<file path="src/rtl/nic_pkg.sv">
package nic_pkg;

  typedef logic [1:0] lvl_t;

  // First configuration address used by the per-source priority fields
  localparam int unsigned PRIO_BASE_ADDR = 8;
  localparam int unsigned ADDR_LO_W      = 16;

  localparam logic [2:0] SEL_BASE  = 3'd0;
  localparam logic [2:0] SEL_FM0   = 3'd1;
  localparam logic [2:0] SEL_FM1   = 3'd2;
  localparam logic [2:0] SEL_F0_LO = 3'd3;
  localparam logic [2:0] SEL_F0_HI = 3'd4;
  localparam logic [2:0] SEL_F1_LO = 3'd5;
  localparam logic [2:0] SEL_F1_HI = 3'd6;

  function automatic lvl_t lvl_max(lvl_t a, lvl_t b);
    return (a > b) ? a : b;
  endfunction

  // In-service code recorded when a request of the given level is taken
  function automatic lvl_t lvl_to_code(lvl_t l);
    case (l)
      2'd0:    return 2'd1;
      2'd1:    return 2'd2;
      default: return 2'd3;
    endcase
  endfunction

endpackage

</file>
<file path="src/rtl/nic_cfg_regs.sv">
module nic_cfg_regs
  import nic_pkg::*;
#(
  parameter int unsigned NUM_SRC = 8,
  parameter int unsigned VEC_W   = 3,
  parameter int unsigned ADDR_W  = 21,
  parameter int unsigned RA_W    = 4,
  localparam int unsigned HI_W   = ADDR_W - ADDR_LO_W
) (
  input  logic                        clk,
  input  logic                        rst_n,
  input  logic                        wr_en,
  input  logic [RA_W-1:0]             wr_addr,
  input  logic [ADDR_W-1:0]           wr_data,
  output logic [ADDR_W-1:0]           base_o,
  output logic [VEC_W-1:0]            fm0_o,
  output logic [VEC_W-1:0]            fm1_o,
  output logic [ADDR_W-1:0]           fa0_o,
  output logic [ADDR_W-1:0]           fa1_o,
  output logic [NUM_SRC-1:0]          src_en_o,
  output logic [NUM_SRC-1:0][1:0]     src_lvl_o
);

  logic [ADDR_W-1:0]    base_q, base_d;
  logic [VEC_W-1:0]     fm0_q, fm0_d, fm1_q, fm1_d;
  logic [ADDR_LO_W-1:0] f0lo_q, f0lo_d, f1lo_q, f1lo_d;
  logic [HI_W-1:0]      f0hi_q, f0hi_d, f1hi_q, f1hi_d;
  logic                 glob_hit;

  assign glob_hit = wr_en && (wr_addr < RA_W'(PRIO_BASE_ADDR));

  always_comb begin
    base_d = base_q;
    fm0_d  = fm0_q;
    fm1_d  = fm1_q;
    f0lo_d = f0lo_q;
    f0hi_d = f0hi_q;
    f1lo_d = f1lo_q;
    f1hi_d = f1hi_q;
    if (glob_hit) begin
      case (wr_addr[2:0])
        SEL_BASE:  base_d = wr_data;
        SEL_FM0:   fm0_d  = wr_data[VEC_W-1:0];
        SEL_FM1:   fm1_d  = wr_data[VEC_W-1:0];
        SEL_F0_LO: f0lo_d = wr_data[ADDR_LO_W-1:0];
        SEL_F0_HI: f0hi_d = wr_data[ADDR_W-1:ADDR_LO_W];
        SEL_F1_LO: f1lo_d = wr_data[ADDR_LO_W-1:0];
        SEL_F1_HI: f1hi_d = wr_data[ADDR_W-1:ADDR_LO_W];
        default:   ;
      endcase
    end
  end

  always_ff @(posedge clk or negedge rst_n) begin
    if (!rst_n) begin
      base_q <= '0;
      fm0_q  <= '0;
      fm1_q  <= '0;
      f0lo_q <= '0;
      f0hi_q <= '0;
      f1lo_q <= '0;
      f1hi_q <= '0;
    end else begin
      base_q <= base_d;
      fm0_q  <= fm0_d;
      fm1_q  <= fm1_d;
      f0lo_q <= f0lo_d;
      f0hi_q <= f0hi_d;
      f1lo_q <= f1lo_d;
      f1hi_q <= f1hi_d;
    end
  end

  // One enable+level field per source
  for (genvar gi = 0; gi < NUM_SRC; gi++) begin : g_prio
    logic       hit;
    logic [2:0] fld_q, fld_d;

    assign hit   = wr_en && (wr_addr == RA_W'(PRIO_BASE_ADDR + gi));
    assign fld_d = hit ? wr_data[2:0] : fld_q;

    always_ff @(posedge clk or negedge rst_n) begin
      if (!rst_n) fld_q <= '0;
      else        fld_q <= fld_d;
    end

    assign src_en_o[gi]  = fld_q[2];
    assign src_lvl_o[gi] = fld_q[1:0];
  end

  assign base_o = base_q;
  assign fm0_o  = fm0_q;
  assign fm1_o  = fm1_q;
  assign fa0_o  = {f0hi_q, f0lo_q};
  assign fa1_o  = {f1hi_q, f1lo_q};

endmodule

</file>
<file path="src/rtl/nic_pending.sv">
module nic_pending #(
  parameter int unsigned NUM_SRC = 8,
  parameter int unsigned VEC_W   = 3
) (
  input  logic               clk,
  input  logic               rst_n,
  input  logic [NUM_SRC-1:0] req_i,
  input  logic [NUM_SRC-1:0] src_en_i,
  input  logic               clr_en_i,
  input  logic [VEC_W-1:0]   clr_idx_i,
  output logic [NUM_SRC-1:0] pend_o
);

  logic [NUM_SRC-1:0] pend_q, pend_d, clr_mask;

  always_comb begin
    clr_mask = clr_en_i ? (NUM_SRC'(1) << clr_idx_i) : '0;
    // a new request beats the clear; disabled sources hold nothing
    pend_d   = ((pend_q & ~clr_mask) | req_i) & src_en_i;
  end

  always_ff @(posedge clk or negedge rst_n) begin
    if (!rst_n) pend_q <= '0;
    else        pend_q <= pend_d;
  end

  assign pend_o = pend_q;

endmodule

</file>
<file path="src/rtl/nic_arbiter.sv">
module nic_arbiter
  import nic_pkg::*;
#(
  parameter int unsigned NUM_SRC = 8,
  parameter int unsigned VEC_W   = 3
) (
  input  logic [NUM_SRC-1:0]      cand_i,
  input  logic [NUM_SRC-1:0][1:0] lvl_i,
  input  lvl_t                    thr_i,
  output logic                    win_v_o,
  output logic [VEC_W-1:0]        win_idx_o,
  output lvl_t                    win_lvl_o
);

  // Scan from the top index down; ">=" lets a lower index take a tie
  always_comb begin
    win_v_o   = 1'b0;
    win_idx_o = '0;
    win_lvl_o = '0;
    for (int i = NUM_SRC - 1; i >= 0; i--) begin
      if (cand_i[i] && (lvl_i[i] >= thr_i) &&
          (!win_v_o || (lvl_i[i] >= win_lvl_o))) begin
        win_v_o   = 1'b1;
        win_idx_o = VEC_W'(i);
        win_lvl_o = lvl_i[i];
      end
    end
  end

endmodule

</file>
<file path="src/rtl/nic_nest_stack.sv">
module nic_nest_stack
  import nic_pkg::*;
#(
  parameter int unsigned DEPTH = 4
) (
  input  logic clk,
  input  logic rst_n,
  input  logic push_i,
  input  logic pop_i,
  input  lvl_t push_code_i,
  output lvl_t cur_code_o,
  output lvl_t saved0_o
);

  lvl_t             cur_q, cur_d;
  lvl_t [DEPTH-1:0] stk_q, stk_d;

  always_comb begin
    cur_d = cur_q;
    stk_d = stk_q;
    if (push_i && pop_i) begin
      cur_d = push_code_i;
    end else if (push_i) begin
      cur_d    = push_code_i;
      stk_d[0] = cur_q;
      for (int k = 1; k < DEPTH; k++) stk_d[k] = stk_q[k-1];
    end else if (pop_i) begin
      cur_d = stk_q[0];
      for (int k = 0; k < DEPTH - 1; k++) stk_d[k] = stk_q[k+1];
      stk_d[DEPTH-1] = '0;
    end
  end

  always_ff @(posedge clk or negedge rst_n) begin
    if (!rst_n) begin
      cur_q <= '0;
      stk_q <= '0;
    end else begin
      cur_q <= cur_d;
      stk_q <= stk_d;
    end
  end

  assign cur_code_o = cur_q;
  assign saved0_o   = stk_q[0];

endmodule

</file>
<file path="src/rtl/nest_irq_ctrl.sv">
module nest_irq_ctrl
  import nic_pkg::*;
#(
  parameter int unsigned NUM_SRC    = 8,
  parameter int unsigned ADDR_W     = 21,
  parameter int unsigned NEST_DEPTH = 4,
  localparam int unsigned VEC_W = (NUM_SRC > 1) ? $clog2(NUM_SRC) : 1,
  localparam int unsigned RA_W  = $clog2(PRIO_BASE_ADDR + NUM_SRC)
) (
  input  logic               clk,
  input  logic               rst_n,
  input  logic               wr_en,
  input  logic [RA_W-1:0]    wr_addr,
  input  logic [ADDR_W-1:0]  wr_data,
  input  logic [NUM_SRC-1:0] req_i,
  input  logic [1:0]         core_mask_i,
  input  logic [1:0]         act_lvl_i,
  input  logic               ack_i,
  input  logic               ret_i,
  output logic               irq_valid_o,
  output logic [VEC_W-1:0]   irq_vec_o,
  output logic [1:0]         irq_lvl_o,
  output logic [ADDR_W-1:0]  irq_addr_o,
  output logic               irq_fast_o
);

  // Reset: asserted at once, released after two clock edges
  logic [1:0] rs_q;
  logic       rst_q;

  always_ff @(posedge clk or negedge rst_n) begin
    if (!rst_n) rs_q <= '0;
    else        rs_q <= {rs_q[0], 1'b1};
  end
  assign rst_q = rs_q[1];

  logic [ADDR_W-1:0]      base_w, fa0_w, fa1_w;
  logic [VEC_W-1:0]       fm0_w, fm1_w;
  logic [NUM_SRC-1:0]     src_en_w, pend_w;
  logic [NUM_SRC-1:0][1:0] src_lvl_w;
  logic                   win_v;
  logic [VEC_W-1:0]       win_idx;
  lvl_t                   win_lvl, thr, cur_code_w, saved0_w;
  logic                   take, hit0, hit1;

  nic_cfg_regs #(
    .NUM_SRC(NUM_SRC), .VEC_W(VEC_W), .ADDR_W(ADDR_W), .RA_W(RA_W)
  ) u_cfg (
    .clk(clk), .rst_n(rst_q), .wr_en(wr_en), .wr_addr(wr_addr),
    .wr_data(wr_data), .base_o(base_w), .fm0_o(fm0_w), .fm1_o(fm1_w),
    .fa0_o(fa0_w), .fa1_o(fa1_w), .src_en_o(src_en_w), .src_lvl_o(src_lvl_w)
  );

  assign take = ack_i && win_v;

  nic_pending #(.NUM_SRC(NUM_SRC), .VEC_W(VEC_W)) u_pend (
    .clk(clk), .rst_n(rst_q), .req_i(req_i), .src_en_i(src_en_w),
    .clr_en_i(take), .clr_idx_i(win_idx), .pend_o(pend_w)
  );

  // Both the core mask and the nesting level must be cleared
  assign thr = lvl_max(lvl_max(core_mask_i, act_lvl_i), cur_code_w);

  nic_arbiter #(.NUM_SRC(NUM_SRC), .VEC_W(VEC_W)) u_arb (
    .cand_i(pend_w & src_en_w), .lvl_i(src_lvl_w), .thr_i(thr),
    .win_v_o(win_v), .win_idx_o(win_idx), .win_lvl_o(win_lvl)
  );

  nic_nest_stack #(.DEPTH(NEST_DEPTH)) u_nest (
    .clk(clk), .rst_n(rst_q), .push_i(take), .pop_i(ret_i),
    .push_code_i(lvl_to_code(win_lvl)), .cur_code_o(cur_code_w),
    .saved0_o(saved0_w)
  );

  assign hit0 = (win_lvl == 2'd2) && (win_idx == fm0_w);
  assign hit1 = (win_lvl == 2'd2) && (win_idx == fm1_w);

  always_comb begin
    irq_valid_o = win_v;
    irq_vec_o   = '0;
    irq_lvl_o   = '0;
    irq_addr_o  = '0;
    irq_fast_o  = 1'b0;
    if (win_v) begin
      irq_vec_o  = win_idx;
      irq_lvl_o  = win_lvl;
      irq_fast_o = hit0 || hit1;
      if (hit0)      irq_addr_o = fa0_w;
      else if (hit1) irq_addr_o = fa1_w;
      else           irq_addr_o = base_w + ADDR_W'({win_idx, 1'b0});
    end
  end

endmodule

</file>
<file path="config.mk">
export PLATFORM = sky130hd
export DESIGN_NAME = nest_irq_ctrl
export DESIGN_NICKNAME = d
export VERILOG_FILES = /design/src/rtl/nic_pkg.sv /design/src/rtl/nic_cfg_regs.sv /design/src/rtl/nic_pending.sv /design/src/rtl/nic_arbiter.sv /design/src/rtl/nic_nest_stack.sv /design/src/rtl/nest_irq_ctrl.sv
export SDC_FILE = /design/constraint.sdc
export NUM_CORES = 1
export LEC_CHECK = 0
export BUFFER_PORTS_ARGS = -buffer_cell sky130_fd_sc_hd__buf_2
export CORE_MARGIN = 8
export CORE_UTILIZATION = 54
export CTS_CLUSTER_SIZE = 40
export DETAILED_ROUTE_END_ITERATION = 12
export GPL_TIMING_DRIVEN = 1
export PLACE_DENSITY = 0.81
export SYNTH_ARGS = -nofsm -noshare
export SYNTH_HDL_FRONTEND = slang
export SYNTH_SLANG_ARGS = --single-unit
</file>
<file path="constraint.sdc">
create_clock -name clk -period 10.8 [get_ports clk]
set_clock_uncertainty 0.15 [all_clocks]
set_input_delay 0 -clock clk [delete_from_list [all_inputs] [get_ports clk]]
set_output_delay 0 -clock clk [all_outputs]
set_load 0.01 [all_outputs]
</file>
==> results of run 1 <==
==> sequential cells by signal, summed over array words and instances, names as in the netlist <==
name                cells
u_cfg.g_prio.fld_q     24
u_cfg.base_o           21
u_cfg.f0lo_q           16
u_cfg.f1lo_q           16
u_pend.pend_o           8
u_nest.stk_q            6
u_cfg.f0hi_q            5
u_cfg.f1hi_q            5
u_cfg.fm0_o             3
u_cfg.fm1_o             3
rs_q                    2
u_nest.cur_code_o       2
u_nest.saved0_o         2
==> repair_timing <==
| action | 4_1_cts | 5_1_grt |
|---|---|---|
| setup buffers | 15 | 12 |
| endpoints found under the setup margin | 22 | 35 |
| hold buffers | 37 | 0 |
| gates cloned | 1 | 0 |
| pin swaps | 24 | 35 |
| endpoints found under the hold margin | 105 | 0 |
| gates resized for setup | 59 | 63 |
==> layer usage <==
layer	part of all wire	up-vias	wire [um]	global-route usage
li1	-	2670	-	-
met1	0.39	2963	8327	0.2861
met2	0.51	274	10900	0.4446
met3	0.057	92	1212	0.06822
met4	0.046	0	996	0.1176
met5	0	-	0	0
==> cells in the mapped netlist (3+ instances only) <==
cell,n
sky130_fd_sc_hd__inv_1,28
sky130_fd_sc_hd__mux2i_1,25
sky130_fd_sc_hd__dfrtp_1,113
sky130_fd_sc_hd__o21a_1,5
sky130_fd_sc_hd__nand3b_1,4
sky130_fd_sc_hd__a21o_1,3
sky130_fd_sc_hd__o21ai_0,24
sky130_fd_sc_hd__nand2_1,51
sky130_fd_sc_hd__a211oi_1,3
sky130_fd_sc_hd__or3_1,4
sky130_fd_sc_hd__nor3_1,6
sky130_fd_sc_hd__o211ai_1,4
sky130_fd_sc_hd__ha_1,41
sky130_fd_sc_hd__o22ai_1,4
sky130_fd_sc_hd__and2_1,5
sky130_fd_sc_hd__o21ai_1,14
sky130_fd_sc_hd__nor2b_1,6
sky130_fd_sc_hd__a22oi_1,3
sky130_fd_sc_hd__or3b_2,4
sky130_fd_sc_hd__nor3b_1,5
sky130_fd_sc_hd__xnor2_1,15
sky130_fd_sc_hd__nor2_1,36
sky130_fd_sc_hd__nand4_1,3
sky130_fd_sc_hd__clkbuf_1,11
sky130_fd_sc_hd__nand2b_1,13
sky130_fd_sc_hd__mux2_2,84
sky130_fd_sc_hd__o2111ai_1,6
sky130_fd_sc_hd__o221ai_1,4
sky130_fd_sc_hd__xor2_1,5
sky130_fd_sc_hd__nand3_1,13
sky130_fd_sc_hd__and3_1,4
sky130_fd_sc_hd__a21oi_1,37
==> final cells by class <==
class	instances	share of cell area
timing repair buffer	192	0.1552
clock inverter	12	0.01385
sequential	113	0.2957
multi-input combinational	468	0.4570
inverter	29	0.01137
clock buffer	20	0.04769
tap	147	0.01921
==> worst max path at each step <==
stage | endpoint | start | slack, ns | cells after the start
2_1_floorplan | irq_addr_o[16] | act_lvl_i[1] | 0.002 | 64
3_3_place_gp | irq_addr_o[5] | core_mask_i[0] | -0.10 | 62
3_5_place_dp | irq_addr_o[9] | core_mask_i[1] | -0.51 | 61
4_1_cts | irq_addr_o[19] | u_nest.cur_code_o[1]$_DFFE_PN0P_ | -0.44 | 62
5_1_grt | irq_addr_o[20] | core_mask_i[1] | -1.10 | 66
6_report | irq_addr_o[10] | u_nest.cur_code_o[1]$_DFFE_PN0P_ | -0.72 | 62
==> kinds of logic after synthesis <==
logic type      synth area share
simple gates              0.1252
fa+ha+maj                0.07997
buf+inv                  0.03229
flops                     0.4243
xor+xnor                 0.02628
compound gates            0.1320
other cells            0.0005626
mux                       0.1795
==> per-stage QoR <==
stage,hold slack (ns),setup TNS (ns),util
5_1_grt,0.05817,-21.39,0.7973
3_5_place_dp,-0.3634,-9.790,0.6469
2_1_floorplan,-0.4456,0,-
3_3_place_gp,-0.3660,-0.4595,0.6469
6_report,0.01680,-12.69,0.7973
4_1_cts,0.05848,-7.953,0.7644
==> worst max-delay path, delay by kind of cell, from the launching register on <==
| kind | cells | cell delay [ns] |
|---|---|---|
| XOR/XNOR | 1 | 0.25 |
| adder cells (fa/ha/maj) | 10 | 2.50 |
| buffers and inverters | 5 | 0.66 |
| AND/OR/NAND/NOR | 15 | 1.91 |
| flip-flops | 1 | 0.36 |
| multiplexers | 2 | 0.44 |
| AO/OA/AOI/OAI | 29 | 4.79 |
==> power by group through the flow <==
stage | registers (W) | logic, W | clock network (W)
after global routing | 0.000643 | 0.00118 | 0.000581
after detailed placement | 0.000620 | 0.000823 | 0
final | 0.000629 | 0.00111 | 0.000561
after CTS | 0.000617 | 0.000975 | 0.000561
after floorplan | 0.000597 | 0.000527 | 0
after global placement | 0.000612 | 0.000791 | 0
==> cell usage in the layout, fill, tap and decap left out, types with 6 or more instances in the layout <==
master and count:
sky130_fd_sc_hd__a21oi_1 21, sky130_fd_sc_hd__a21oi_4 11, sky130_fd_sc_hd__buf_2 66, sky130_fd_sc_hd__buf_4 69
sky130_fd_sc_hd__buf_6 16, sky130_fd_sc_hd__clkbuf_16 17, sky130_fd_sc_hd__dfrtp_1 112, sky130_fd_sc_hd__dlygate4sd3_1 37
sky130_fd_sc_hd__ha_1 31, sky130_fd_sc_hd__ha_4 8, sky130_fd_sc_hd__inv_1 22, sky130_fd_sc_hd__inv_2 7
sky130_fd_sc_hd__mux2_2 83, sky130_fd_sc_hd__mux2i_1 18, sky130_fd_sc_hd__nand2_1 44, sky130_fd_sc_hd__nand2b_1 6
sky130_fd_sc_hd__nand2b_4 7, sky130_fd_sc_hd__nand3_1 11, sky130_fd_sc_hd__nor2_1 28, sky130_fd_sc_hd__nor2_2 7
sky130_fd_sc_hd__nor2b_1 6, sky130_fd_sc_hd__o21ai_0 16, sky130_fd_sc_hd__o21ai_1 15, sky130_fd_sc_hd__o21ai_2 6
sky130_fd_sc_hd__xnor2_1 7, sky130_fd_sc_hd__xnor2_2 7
==> out/summary.log, run 1 <==
INFO  floorplanning  floorplan.core_area=0.01201mm2
INFO  setup_path     r2r_slack=0.24ns
INFO  power          power.internal=0.001433W
INFO  cts            clk_path_buf_depth=2
INFO  sta            setup_slack=-0.7194ns
INFO  floorplanning  die_height=127.1um
INFO  setup_path     timing.critical_path.to_type=output pin
INFO  synth          synthFlopType=sky130_fd_sc_hd__dfrtp_1
INFO  place          postPlaceCellArea=0.007770mm2
INFO  cts            clkSinkCount=113
INFO  sta            post-route-period-util=1.067
INFO  cts            clkTransAtPathRegs=0.05ns
INFO  synth          syn_area_per_cell=10.61um2
INFO  sta            worst_slew_pin_slew=1.078ns
INFO  flow_run       max_cap_violations=0
INFO  setup_path     timing.rr.end=u_pend.pend_o[4]$_DFF_PN0_
INFO  floorplanning  die_area=0.01615mm2
INFO  synth          synth.yosys.warnings=0
INFO  synth          synthCells=628
INFO  place          place_worst_setup_slack=-0.5130ns
INFO  place          dp.final_hpwl=12930um
INFO  cts            clock_latency=0.42ns
INFO  power          totalPowerFinal=0.002298W
INFO  layout         stdcell_area=0.009577mm2
INFO  cts            cts.root.buffer_cell=sky130_fd_sc_hd__clkbuf_16
INFO  cts            cts_tree=built
INFO  worst_hold_path hp-start=ack_i
INFO  setup_path     timing.setup.critical_path_class=flip-flop to output pin
INFO  worst_hold_path worstHoldPathType=input port to flip-flop
INFO  place          io_buffers=69
INFO  grt            grt_start_max_net_pins=84
INFO  layout         fill_cells=649
INFO  synth          synth.area.top_cells=sky130_fd_sc_hd__dfrtp_1, sky130_fd_sc_hd__mux2_2, sky130_fd_sc_hd__ha_1
INFO  setup_path     critical_path_required=10.65ns
INFO  layout         register_area=0.002831mm2
INFO  power          sequentialPowerShare=0.274
INFO  run_status     outcome=finished with violations
INFO  layout         drive_gt1_frac=0.4688
INFO  grt            grtUsageTotal=0.2552
INFO  setup_path     reg2reg_depth=59
INFO  routing        drt_drc_violations_left=0
INFO  power          switching_share=0.3762
INFO  routing        postRouteWirelength=21430um
INFO  routing        routed_via_density=6.115
INFO  floorplanning  floorplan.initialDensity=0.5549
INFO  grt            globalRouteOverflowTotal=0
INFO  sta            rsz_0062_raised_after_global_routing=yes
INFO  power          p_sw=0.0008644W
INFO  layout         finalNetCount=905
INFO  grt            antenna_found_initial=0
INFO  sta            time_the_final_worst_path_needs_with_i_o_delays_and_setup=11.52ns
INFO  power          power.density=239.9mW/mm2
INFO  sta            final_hold_violation_count=0
INFO  layout         total_area_of_multi_input_combinational_cells=0.004377mm2
INFO  place          dp.cells=886
INFO  synth          postSynthNetCount=712
INFO  synth          synth.yosys.seq_area_share=0.4243
INFO  place          globalplace.congestion=0.9157
INFO  routing        drt_iter0_markers=453
INFO  sta            setup_viol_count_final=22
INFO  setup_path     critical-path-slowest-cell=sky130_fd_sc_hd__dfrtp_1
INFO  synth          async_reset_ff_frac=1.000
INFO  synth          synthesis.area=0.006665mm2
INFO  routing        first_pass_iters=7
INFO  synth          synth_largest_area_cell=sky130_fd_sc_hd__dfrtp_1
INFO  routing        ant_nets=0
INFO  floorplanning  floorplan.die.width=127.1um
INFO  setup_path     worst_flop_to_flop_path_startpoint=u_nest.cur_code_o[1]$_DFFE_PN0P_
INFO  synth          synth_top_area_share=0.4243
INFO  setup_path     critPathMaxStageDelay=0.36ns
INFO  routing        dr_total_vias=5999
INFO  power          ir_worst_vdd=0.0002039V
INFO  sta            maxSlewViolCount=0
INFO  floorplanning  rows=40
INFO  grt            first_global_vias=6298
INFO  cts            clock_tree.htree_level_count=4
INFO  worst_hold_path whs_endpoint=u_pend.pend_o[5]$_DFF_PN0_
INFO  power          power.combinational.fraction=0.482
INFO  cts            numCtsBuffers=17
INFO  setup_path     crit_arrival=11.37ns
INFO  setup_path     critical_path_peak_fanout=4
INFO  power          leakage=4.315nW
INFO  sta            max_freq=86.81MHz
INFO  grt            grt_pass1_wl=32440um
INFO  synth          synth.distinct_cells=68
INFO  layout         n_antenna_cell=0
INFO  run_status     violations_in_the_final_reports=negative setup slack
INFO  floorplanning  ioPinCount=70
INFO  synth          edff_count_synth=0
INFO  layout         flow.area_growth_from_synthesis=43.68%
INFO  sta            relSlewSlack=0.2804
INFO  setup_path     cp_common_cell=sky130_fd_sc_hd__a21oi_4
INFO  worst_hold_path hold_path_depth=5
INFO  layout         number_of_standard_cells_in_the_final_layout_excluding_fillers=981
INFO  power          part_of_the_total_power_dissipated_in_the_clock_network=0.244
INFO  routing        post_drt_wl_per_cell=21.85um
INFO  setup_path     worstSetupStartpointType=flip-flop
INFO  synth          number_of_register_bits_inferred_by_synthesis=113
(Power assumes the default switching activity.)
==> inputs of run 2 (changes only) <==
--- a/config.mk
+++ b/config.mk
@@ -10,8 +10,9 @@
 export CORE_UTILIZATION = 54
 export CTS_CLUSTER_SIZE = 40
 export DETAILED_ROUTE_END_ITERATION = 12
-export GPL_TIMING_DRIVEN = 1
+export GPL_TIMING_DRIVEN = 0
 export PLACE_DENSITY = 0.81
+export SLEW_MARGIN = 15
 export SYNTH_ARGS = -nofsm -noshare
 export SYNTH_HDL_FRONTEND = slang
 export SYNTH_SLANG_ARGS = --single-unit
==> run 2 against run 1 <==
Sequential power up 2%. Routed wire length up 24%. Register-to-register slack worse by 1.7 ns. Core utilization is 4.8 points higher. Fmax down 7.7%. The run still ends with negative setup slack left. Design area is 6.0% higher. Setup slack got worse by 0.96 ns. Via count increased by 12%. Highest routed layer unchanged. Cell count grew 3.2%.
==> out/summary.log, run 2 (synthesis results as in run 1) <==
INFO  worst_hold_path hp-start=req_i[4] [was ack_i]
INFO  cts            clkTransAtPathRegs=0.06ns [was 0.05 ns]
INFO  floorplanning  die_height=127.1um [unchanged]
INFO  setup_path     timing.rr.end=u_pend.pend_o[0]$_DFF_PN0_ [was u_pend.pend_o[4]$_DFF_PN0_]
INFO  layout         drive_gt1_frac=0.4971 [was 0.4688]
INFO  grt            first_global_vias=6645 [was 6298]
INFO  routing        first_pass_iters=9 [was 7]
INFO  sta            post-route-period-util=1.156 [was 1.067]
INFO  layout         register_area=0.002831mm2 [unchanged]
INFO  place          globalplace.congestion=0.9071 [was 0.9157]
INFO  cts            clk_path_buf_depth=2 [unchanged]
INFO  power          switching_share=0.3944 [was 0.3762]
INFO  sta            relSlewSlack=0.2354 [was 0.2804]
INFO  run_status     outcome=finished with violations [unchanged]
INFO  setup_path     critical_path_required=10.65ns [about the same]
INFO  layout         finalNetCount=936 [was 905]
INFO  sta            time_the_final_worst_path_needs_with_i_o_delays_and_setup=12.48ns [was 11.52 ns]
INFO  setup_path     r2r_slack=-1.49ns [was 0.24 ns]
INFO  worst_hold_path whs_endpoint=u_pend.pend_o[4]$_DFF_PN0_ [was u_pend.pend_o[5]$_DFF_PN0_]
INFO  power          leakage=4.510nW [was 4.315 nW]
INFO  power          power.density=249.2mW/mm2 [was 239.9 mW/mm2]
INFO  setup_path     critical-path-slowest-cell=sky130_fd_sc_hd__nor2_4 [was sky130_fd_sc_hd__dfrtp_1]
INFO  routing        drt_iter0_markers=876 [was 453]
INFO  power          sequentialPowerShare=0.255 [was 0.274]
INFO  power          p_sw=0.0009974W [was 0.0008644 W]
INFO  setup_path     crit_arrival=12.33ns [was 11.37 ns]
INFO  sta            setup_tns=-47.24ns [was -12.69 ns]
INFO  routing        postRouteWirelength=26660um [was 21430 um]
INFO  setup_path     cp_common_cell=sky130_fd_sc_hd__a21oi_4 [unchanged]
INFO  setup_path     critPathMaxStageDelay=0.46ns [was 0.36 ns]
INFO  power          power.internal=0.001531W [was 0.001433 W]
INFO  floorplanning  ioPinCount=70 [unchanged]
INFO  grt            grt_pass1_wl=34750um [was 32440 um]
INFO  flow_run       max_cap_violations=0 [unchanged]
INFO  setup_path     worst_flop_to_flop_path_startpoint=u_nest.cur_code_o[1]$_DFFE_PN0P_ [unchanged]
INFO  layout         flow.area_growth_from_synthesis=52.26% [was 43.68%]
INFO  cts            clock_latency=0.43ns [was 0.42 ns]
INFO  place          dp.final_hpwl=12130um [was 12930 um]
INFO  sta            worst_slew_pin_slew=1.146ns [was 1.078 ns]
INFO  power          power.combinational.fraction=0.504 [was 0.482]
INFO  layout         max_flop_register=u_cfg.g_prio.fld_q [unchanged]
INFO  cts            cts_tree=built [unchanged]
INFO  layout         fill_cells=546 [was 649]
INFO  floorplanning  floorplan.core_area=0.01201mm2 [unchanged]
INFO  sta            rsz_0062_raised_after_global_routing=yes [unchanged]
INFO  routing        post_drt_wl_per_cell=26.34um [was 21.85 um]
INFO  grt            globalRouteOverflowTotal=0 [unchanged]
INFO  run_status     violations_in_the_final_reports=negative setup slack [unchanged]
INFO  floorplanning  floorplan.die.width=127.1um [unchanged]
INFO  sta            maxSlewViolCount=0 [unchanged]
INFO  cts            clock_tree.htree_level_count=4 [unchanged]
INFO  grt            grtUsageTotal=0.2758 [was 0.2552]
INFO  floorplanning  floorplan.initialDensity=0.5549 [unchanged]
INFO  routing        dr_total_vias=6740 [was 5999]
INFO  setup_path     timing.setup.critical_path_class=flip-flop to output pin [unchanged]
INFO  layout         n_antenna_cell=0 [unchanged]
INFO  floorplanning  die_area=0.01615mm2 [unchanged]
INFO  sta            setup_slack=-1.683ns [was -0.7194 ns]
INFO  worst_hold_path worstHoldPathType=input port to flip-flop [unchanged]
INFO  routing        ant_nets=0 [unchanged]
INFO  layout         final_common_cell=sky130_fd_sc_hd__dfrtp_1 [unchanged]
INFO  grt            antenna_found_initial=0 [unchanged]
INFO  setup_path     reg2reg_depth=64 [was 59]
INFO  grt            grt_start_max_net_pins=60 [was 84]
INFO  routing        drt_drc_violations_left=0 [unchanged]
INFO  cts            clkSinkCount=113 [unchanged]
INFO  sta            max_freq=80.11MHz [was 86.81 MHz]
INFO  sta            final_hold_violation_count=0 [unchanged]
INFO  layout         commonest_cells_after_routing_fill_and_taps_aside=sky130_fd_sc_hd__dfrtp_1, sky130_fd_sc_hd__mux2_2, sky130_fd_sc_hd__buf_4, sky130_fd_sc_hd__buf_2, sky130_fd_sc_hd__nand2_1 [unchanged]
INFO  setup_path     timing.critical_path.to_type=output pin [unchanged]
INFO  power          part_of_the_total_power_dissipated_in_the_clock_network=0.241 [was 0.244]
INFO  cts            numCtsBuffers=17 [unchanged]
INFO  sta            setup_viol_count_final=36 [was 22]
INFO  power          ir_worst_vdd=0.0001571V [was 0.0002039 V]
INFO  setup_path     critical_path_peak_fanout=11 [was 4]
INFO  layout         total_area_of_multi_input_combinational_cells=0.004607mm2 [was 0.004377 mm2]
INFO  place          postPlaceCellArea=0.007426mm2 [was 0.007770 mm2]
INFO  place          io_buffers=69 [unchanged]
INFO  floorplanning  rows=40 [unchanged]
INFO  layout         stdcell_area=0.01015mm2 [was 0.009577 mm2]
INFO  routing        routed_via_density=6.660 [was 6.115]
INFO  cts            cts.root.buffer_cell=sky130_fd_sc_hd__clkbuf_16 [unchanged]
INFO  layout         largest_register_ffs=24 [unchanged]
INFO  setup_path     worstSetupStartpointType=flip-flop [unchanged]
INFO  worst_hold_path hold_path_depth=3 [was 5]
[run 2: cell types whose count changed in the layout (fill, tap and decap cells not counted), sizes merged]
cell | before | now
buf | 155 | 174
bufinv | 2 | 4
clkbuf | 20 | 31
clkinvlp | 3 | 1
dlygate4sd3 | 37 | 38
[run 2: worst max-delay path by stage]
stage                                startpoint        endpoint  slack, ns  cells past startpoint
6_report       u_nest.cur_code_o[1]$_DFFE_PN0P_   irq_addr_o[9]      -1.68                     59
5_1_grt        u_nest.cur_code_o[1]$_DFFE_PN0P_   irq_addr_o[9]      -2.09                     59
4_1_cts        u_nest.cur_code_o[1]$_DFFE_PN0P_  irq_addr_o[15]      -0.72                     61
3_5_place_dp                     core_mask_i[0]  irq_addr_o[16]      -1.76                     64
3_3_place_gp                     core_mask_i[0]  irq_addr_o[16]      -1.41                     65
2_1_floorplan                      act_lvl_i[1]  irq_addr_o[16]      0.002                     64
[run 2: metal layers]
layer  track usage  share of wire
met1        0.3087           0.36
met2        0.4581           0.49
met3       0.08319          0.089
met4        0.1631          0.062
met5             0              0
[run 2: stage by stage]
stage            util  cells  setup slack (ns)  power (W)  hold slack [ns]
2_1_floorplan       -    628          0.001743   0.001124          -0.4456
3_3_place_gp   0.6156    844            -1.410   0.001299          -0.3650
3_5_place_dp   0.6182    845            -1.761   0.001337          -0.3625
4_1_cts        0.7755    976           -0.7211   0.002185           0.1744
5_1_grt        0.8449   1012            -2.088   0.002611           0.1950
6_report       0.8449   1012            -1.683   0.002529           0.1707
[run 2: final cells by class]
type	instances	area share
Inverter	29	0.01147
Tap cell	147	0.01812
Buffer	17	0.01184
Sequential cell	113	0.2790
Clock buffer	20	0.04401
Clock inverter	12	0.01788
Timing Repair Buffer	206	0.1637
Multi-Input combinational cell	468	0.4540
[run 2: critical path, delay by kind of cell (launching register included)]
kind | cells | cell delay (ns)
AND/OR/NAND/NOR | 15 | 2.25
XOR/XNOR | 1 | 0.12
multiplexers | 1 | 0.36
AO/OA/AOI/OAI | 25 | 4.56
buffers and inverters | 6 | 0.85
adder cells (fa/ha/maj) | 11 | 3.31
flip-flops | 1 | 0.39
[run 2: what timing repair did]
item	CTS	global route
pin swaps	52	50
hold endpoints to repair	90	0
setup endpoints to repair	37	37
hold buffers	38	0
buffers inserted	60	37
gates resized for setup	79	114
gates cloned	2	0
[run 2: power by group through the flow]
stage | registers [W] | logic [W] | clock network, W
finish | 0.000644 | 0.00127 | 0.000610
global route | 0.000651 | 0.00133 | 0.000628
CTS | 0.000617 | 0.000962 | 0.000606
detailed placement | 0.000620 | 0.000717 | 0
global placement | 0.000614 | 0.000684 | 0
floorplan | 0.000597 | 0.000527 | 0
